<file path="src/rtl/irqflag_pkg.sv">
package irqflag_pkg;
  localparam int REG_ADDR_W = 2;
  localparam logic [REG_ADDR_W-1:0] ADDR_STAT = 2'd0;
  localparam logic [REG_ADDR_W-1:0] ADDR_CTRL = 2'd1;
  localparam logic [REG_ADDR_W-1:0] ADDR_DATA = 2'd2;

  typedef struct packed {
    logic statSel;
    logic ctrlSel;
    logic dataSel;
    logic statRd;
    logic statWr;
    logic ctrlWr;
    logic dataWr;
    logic dataAcc;
  } busStrobe_t;
endpackage

</file>
<file path="src/rtl/irqflag_ctrl.sv">
module irqflag_ctrl
  import irqflag_pkg::*;
(
  input  logic [REG_ADDR_W-1:0] busAddr,
  input  logic                  busRd,
  input  logic                  busWr,
  output busStrobe_t            strb
);
  always_comb begin
    strb         = '0;
    strb.statSel = (busAddr == ADDR_STAT);
    strb.ctrlSel = (busAddr == ADDR_CTRL);
    strb.dataSel = (busAddr == ADDR_DATA);
    strb.statRd  = strb.statSel && busRd;
    strb.statWr  = strb.statSel && busWr;
    strb.ctrlWr  = strb.ctrlSel && busWr;
    strb.dataWr  = strb.dataSel && busWr;
    strb.dataAcc = strb.dataSel && (busRd || busWr);
  end
endmodule

</file>
<file path="src/rtl/irqflag_dpath.sv">
module irqflag_dpath
  import irqflag_pkg::*;
#(
  parameter int NUM_FLAGS = 4,
  parameter int DATA_W    = 8
) (
  input  logic                 clk,
  input  logic                 rstN,
  input  busStrobe_t           strb,
  input  logic [DATA_W-1:0]    busWdata,
  input  logic [NUM_FLAGS-1:0] setEvt,
  input  logic                 iMask,
  output logic [DATA_W-1:0]    busRdata,
  output logic                 irqReq,
  output logic [NUM_FLAGS-1:0] flagsQ
);
  logic [NUM_FLAGS-1:0] armedQ;
  logic [NUM_FLAGS-1:0] enQ;
  logic [DATA_W-1:0]    dataQ;
  logic [NUM_FLAGS-1:0] wrKeep;

  assign wrKeep = busWdata[NUM_FLAGS-1:0];

  for (genvar i = 0; i < NUM_FLAGS; i++) begin : gFlag
    logic clrBit;
    // a status write with a zero, or a data access while armed, clears the bit
    assign clrBit = (strb.statWr && !wrKeep[i]) || (strb.dataAcc && armedQ[i]);

    always_ff @(posedge clk or negedge rstN) begin
      if (!rstN) begin
        flagsQ[i] <= 1'b0;
        armedQ[i] <= 1'b0;
      end else begin
        // the set event takes priority over any clear in the same cycle
        flagsQ[i] <= setEvt[i] || (flagsQ[i] && !clrBit);
        if (strb.statRd)       armedQ[i] <= flagsQ[i];
        else if (strb.dataAcc) armedQ[i] <= 1'b0;
        else if (clrBit)       armedQ[i] <= 1'b0;
      end
    end
  end

  always_ff @(posedge clk or negedge rstN) begin
    if (!rstN) begin
      enQ   <= '0;
      dataQ <= '0;
    end else begin
      if (strb.ctrlWr) enQ   <= busWdata[NUM_FLAGS-1:0];
      if (strb.dataWr) dataQ <= busWdata;
    end
  end

  always_comb begin
    busRdata = '0;
    if (strb.statSel)      busRdata = DATA_W'(flagsQ);
    else if (strb.ctrlSel) busRdata = DATA_W'(enQ);
    else if (strb.dataSel) busRdata = dataQ;
  end

  assign irqReq = (|(flagsQ & enQ)) && !iMask;
endmodule

</file>
<file path="src/rtl/irqflag_bank.sv">
module irqflag_bank
  import irqflag_pkg::*;
#(
  parameter int NUM_FLAGS = 4,
  parameter int DATA_W    = 8
) (
  input  logic                  clk,
  input  logic                  rstN,
  input  logic [REG_ADDR_W-1:0] busAddr,
  input  logic                  busRd,
  input  logic                  busWr,
  input  logic [DATA_W-1:0]     busWdata,
  output logic [DATA_W-1:0]     busRdata,
  input  logic [NUM_FLAGS-1:0]  setEvt,
  input  logic                  iMask,
  output logic                  irqReq
);
  busStrobe_t           strb;
  logic [NUM_FLAGS-1:0] flagsQ;

  irqflag_ctrl uCtrl (
    .busAddr (busAddr),
    .busRd   (busRd),
    .busWr   (busWr),
    .strb    (strb)
  );

  irqflag_dpath #(
    .NUM_FLAGS (NUM_FLAGS),
    .DATA_W    (DATA_W)
  ) uDpath (
    .clk      (clk),
    .rstN     (rstN),
    .strb     (strb),
    .busWdata (busWdata),
    .setEvt   (setEvt),
    .iMask    (iMask),
    .busRdata (busRdata),
    .irqReq   (irqReq),
    .flagsQ   (flagsQ)
  );
endmodule

</file>
<file path="config.mk">
export PLATFORM = sky130hd
export DESIGN_NAME = irqflag_bank
export DESIGN_NICKNAME = d
export VERILOG_FILES = /design/src/rtl/irqflag_pkg.sv /design/src/rtl/irqflag_ctrl.sv /design/src/rtl/irqflag_dpath.sv /design/src/rtl/irqflag_bank.sv
export SDC_FILE = /design/constraint.sdc
export NUM_CORES = 1
export LEC_CHECK = 0
export BUFFER_PORTS_ARGS = -buffer_cell sky130_fd_sc_hd__buf_2
export CORE_MARGIN = 5
export CORE_UTILIZATION = 53
export DETAILED_ROUTE_END_ITERATION = 16
export PLACE_DENSITY = 0.87
export SKIP_LAST_GASP = 1
export SYNTH_ARGS = -nofsm -noshare
export SYNTH_HDL_FRONTEND = slang
export SYNTH_SLANG_ARGS = --single-unit
export TNS_END_PERCENT = 1
</file>
<file path="constraint.sdc">
create_clock -name clk -period 1.64 [get_ports clk]
set_clock_uncertainty 0.2 [all_clocks]
set_input_delay 0.082 -clock clk [delete_from_list [all_inputs] [get_ports clk]]
set_output_delay 0.082 -clock clk [all_outputs]
set_load 0.005 [all_outputs]
</file>
**Word-level counts from Yosys, hierarchy flattened**

Index checks and enable logic that the tools add are counted.

- Register bits: 20
- Input port bits: 19
- Output and inout bits: 9
- Word-level logic and storage cells: 70

- Equal/unequal tests: 2
- Mux-type cells: 15
- Bitwise gates (word level): 1
- Reductions and logical operators: 42

Operator list:

| kind | number |
|---|---|
| 8-bit two-way mux | 3 |
| 1-bit logical AND | 18 |
| 1-bit two-way mux | 12 |
| 3-bit nonzero test | 4 |
| 1-bit logical NOT | 9 |
| 1-bit logical OR | 9 |
| 4-bit bitwise AND | 1 |
| 4-bit OR reduction | 1 |
| 2-bit by 1-bit equality test with 1-bit output (second input constant) | 1 |
| 2-bit equality test (second input constant) | 1 |
| 2-bit logical NOT | 1 |

**Depth between registers and ports, before layout**

- Depth after elaboration: 7
- Gate-level depth with buffers: 5
- Mapped depth without buffers: 3

**By module**

Synthesis repeated with hierarchy kept, for this count alone.

- Cells, all modules: 93
- Area total of the unflattened synthesis: 1067.3 µm²

Modules (own cells, without submodules):

| module | times used | cells an instance | area each (µm²) | seq. area each (µm²) |
|---|---|---|---|---|
| irqflag_dpath | 1 | 85 | 1012.2 | 500.5 |
| irqflag_ctrl | 1 | 8 | 55.1 | 0.0 |

**Worst setup path before layout**

No wires, ideal clock.

- Kind: in2reg
- Start point: input busWr
- End point: register uDpath.armedQ[0]
- Setup time: 122 ps
- Arrival: 812 ps
- Required time: 1318 ps
- Path slack: 507 ps
- Stages: 4
- Path buffers: 1
- Path through: buf_4 a21oi_1 or2_2 a32o_1

- Word-level cells in the longest chain between the ends: 5
- Elaborated cells on any way between the ends: 9
- Classes of those cells: 2 x mux; 7 x reduce/logical

RTL lines:

| what | line | RTL |
|---|---|---|
| start: declaration | irqflag_bank.sv:11 | `input logic busWr,` |
| 1-bit logical OR | irqflag_ctrl.sv:18 | `strb.dataAcc = strb.dataSel && (busRd \|\| busWr);` |
| 1-bit logical AND | irqflag_ctrl.sv:18 |  |
| 1-bit logical AND | irqflag_dpath.sv:27 | `assign clrBit = (strb.statWr && !wrKeep[i]) \|\| (strb.dataAcc && armedQ[i]);` |
| 1-bit logical OR | irqflag_dpath.sv:27 |  |
| 3-bit nonzero test (no source line) | -- |  |
| end signal: indexed assignment | irqflag_dpath.sv:36 | `if (strb.statRd) armedQ[i] <= flagsQ[i];` |
| end: declaration | irqflag_dpath.sv:17 | `logic [NUM_FLAGS-1:0] armedQ;` |

Several ways; a longest one is shown, not always the timed one.
A chain may end at the register's enable or synchronous reset.

**Final worst setup path**

- Start point: register uDpath.armedQ[2]
- End point: register uDpath.flagsQ[2]

- Word-level cells in the longest chain between the ends: 5

RTL lines:

| what | line | RTL |
|---|---|---|
| 1-bit logical AND | irqflag_dpath.sv:27 |  |
| 1-bit logical OR | irqflag_dpath.sv:27 |  |
| 1-bit logical NOT | irqflag_dpath.sv:35 | `flagsQ[i] <= setEvt[i] \|\| (flagsQ[i] && !clrBit);` |
| 1-bit logical AND | irqflag_dpath.sv:35 |  |
| 1-bit logical OR | irqflag_dpath.sv:35 |  |
| end signal: indexed assignment | irqflag_dpath.sv:35 |  |
| end: declaration | irqflag_dpath.sv:15 | `output logic [NUM_FLAGS-1:0] flagsQ` |

Every way passes these cells.

==> impl_metrics.json <==
{
  "grt_usage": 0.211,
  "startpoint_type": "register",
  "setup_viol": 0,
  "ys.flop_type": "dfrtp_1",
  "ant_nets": 0,
  "synth_seq_area_share": 0.517,
  "die-area_mm2": 0.00278,
  "cts_sinks": 20,
  "nNetsFinal": 150,
  "antenna_found_initial": 0,
  "die_h_um": 52.7,
  "synth-compound-area-share": 0.124,
  "remaining_drc_errors": 0,
  "cp_slowest_cell": "dlygate4sd3_1",
  "p_int_mw": 0.878,
  "power_density_mw_per_mm2": 847,
  "worst_slew_pin_slew_ns": 0.445,
  "place.gp.congestion": 0.811,
  "grt_pass1_vias": 899,
  "max-clock-path-buffers": 2,
  "p_seq_frac": 0.521,
  "path_max_fanout": 2,
  "cts_tree": "done",
  "cp_slowest_stage_delay_ns": 0.55,
  "yosys.area.top_type": "dfrtp_1",
  "vias_per_cell": 5.30,
  "period_share": 0.937,
  "drt_iter0_markers": 8,
  "rsz0062_at_grt": "false",
  "fp-row-count": 15,
  "worst_ep_arrival_time_ns": 1.53,
  "grt_max_degree": 21,
  "cap_violations": 0,
  "yosys.area_share.simple": 0.150,
  "cts.clk_slew.worst_paths_ns": 0.11,
  "ys_warn_count": 0,
  "cts_max_level": 1,
  "ios": 28,
  "vias": 821,
  "finalMaxSlewViolations": 0,
  "clkPwrFrac": 0.243,
  "hpwlAfterDp_um": 1530,
  "p_sw_frac": 0.257,
  "synth_top_family_by_area": "multiplexers",
  "dpl_cell_area_mm2": 0.00111,
  "path_cells": "nand3_1 -> a31o_1 -> dlygate4sd3_1",
  "synthAdderAreaFrac": 0,
  "ys_top_cells_by_count": "dfrtp_1 (20), mux2_2 (12), and2_1 (5), nand3b_1 (5)",
  "max_freq_ghz": 0.651,
  "layout_min_cycle_time_ns": 1.54,
  "async_flop_share": 1.00,
  "cp-end-kind": "register",
  "synth_cell_types": 19,
  "portBuffers": 27,
  "clk_latency_ns": 0.31,
  "syn_avg_cell_area_um2": 12.4,
  "syn_inst": 78,
  "synth_area_leaders": "dfrtp_1 (52%), mux2_2 (14%), a32o_1 (4.1%)",
  "cts_made_buffers": 3,
  "initial_core_util": 0.560,
  "syn2layout_area_growth_pct": 44.1,
  "p_leak_nw": 0.609,
  "n_antenna_cell": 0,
  "synth_xor_area_frac": 0,
  "relSlewSlack": 0.703,
  "tns_ns": 0,
  "cts-root-buf": "clkbuf_4",
  "status": "finished clean",
  "grt_pass1_wl_um": 4210,
  "dr.pass1.iters": 4,
  "muxShareOfSynthArea": 0.181,
  "hold_class": "primary input to asynchronous set/reset pin",
  "synth_edf_count": 0,
  "core_region_area_mm2": 0.00173,
  "yosys.area.top_type_share": 0.517,
  "cp.required_ns": 1.64,
  "final_area_mm2": 0.00139,
  "synth.most_common_cell": "dfrtp_1",
  "die-width_um": 52.7,
  "wire_per_inst_um": 15.4,
  "crit_type": "register to register",
  "ys_ff_latch": 20,
  "ir_drop_mv": 0.731,
  "p_sw_mw": 0.303,
  "drive_gt1_frac": 0.385,
  "syn_nets": 97,
  "hold_viol": 0,
  "syn_area_um2": 967,
  "routed_wl_um": 2390,
  "grt_overflow_total": 0,
  "p_comb_frac": 0.236
}
[timing repair]
item,in CTS,in global routing
resized for setup,0,0
hold buffers,23,0
buffers inserted,0,1
endpoints found under the hold margin,38,0
endpoints found under the setup margin,0,1
[critical path, delay by kind of cell, from the launching register on]
kind | cells | cell delay, ns
AOI/OAI and AO/OA | 1 | 0.21
and+or+nand+nor | 1 | 0.09
buffers and inverters | 1 | 0.55
DFF | 1 | 0.38
[layer usage]
layer | global-route usage | up-vias | routed length (um) | part of all wire
met2 | 0.357 | 31 | 1230 | 0.51
met1 | 0.259 | 389 | 996 | 0.42
li1 | - | 394 | - | -
met3 | 0.0370 | 7 | 105 | 0.044
met5 | 0 | - | 0 | 0
met4 | 0.0894 | 0 | 61 | 0.026
[path summary, 6_finish.rpt]
kind | from | endpoint | slack [ns] | cells past startpoint
worst max-delay path | uDpath.armedQ[2] | uDpath.flagsQ[2] | 0.10 | 3
min in group clk | busRd | uDpath.armedQ[1] | 0.04 | 3
worst min register to register | uDpath.dataQ[4] | uDpath.dataQ[4] | 0.32 | 1
worst min-delay path | rstN | uDpath.flagsQ[1] | 0.04 | 2
worst max register to register | uDpath.armedQ[2] | uDpath.flagsQ[2] | 0.10 | 3
max in group asynchronous | rstN | uDpath.enQ[3] | 0.89 | 2
[through the flow]
step	instances	power, mW	util	hold slack, ns	setup WS, ns
after floorplan	78	0.746	-	-0.414	0.507
after global placement	127	0.821	0.641	-0.158	0.337
after detailed placement	127	0.832	0.641	-0.155	0.311
after CTS	154	1.18	0.796	0.0375	0.107
after global routing	155	1.26	0.807	0.0519	0.0415
final	155	1.18	0.807	0.0425	0.103
[state kept, by name, indices dropped and copies added, names as in the netlist]
signal and cells:
uDpath.armedQ 4, uDpath.dataQ 8, uDpath.enQ 4, uDpath.flagsQ 4
[power groups by stage]
| stage | Combinational [mW] | Clock, mW | Sequential, mW |
|---|---|---|---|
| after global placement | 0.203 | 0 | 0.618 |
| final | 0.278 | 0.287 | 0.615 |
| after detailed placement | 0.210 | 0 | 0.622 |
| after floorplan | 0.139 | 0 | 0.607 |
| after CTS | 0.270 | 0.294 | 0.611 |
| after global routing | 0.310 | 0.323 | 0.625 |
[area by class of cell]
cell class	count	area [um^2]
multi-input cells	55	440
repair buffers	51	385
clock buffers	4	36.3
well taps	25	31.3
flip-flops and latches	20	500
fillers	124	333
[cell usage in the layout (no fill, tap or decap)]
cell type and count:
dfrtp_1 20, nand3_1 4, a21oi_1 2, clkbuf_4 3, o21ai_0 4, mux2_2 12
or2_2 2, a31o_2 2, clkbuf_8 1, nand3b_1 5, and2_1 5, mux2i_1 4
dlygate4sd3_1 23, a31o_1 2, nor2_1 1, buf_2 27, nand2_4 1, nand2_1 4
a32o_1 4, nor2b_4 1, a22oi_1 2, buf_12 1
[logic make-up after synthesis]
group / Yosys count
flops: 20
buf+inv: 3
simple gates: 23
mux: 16
compound gates: 16
(Power assumes the default switching activity.)
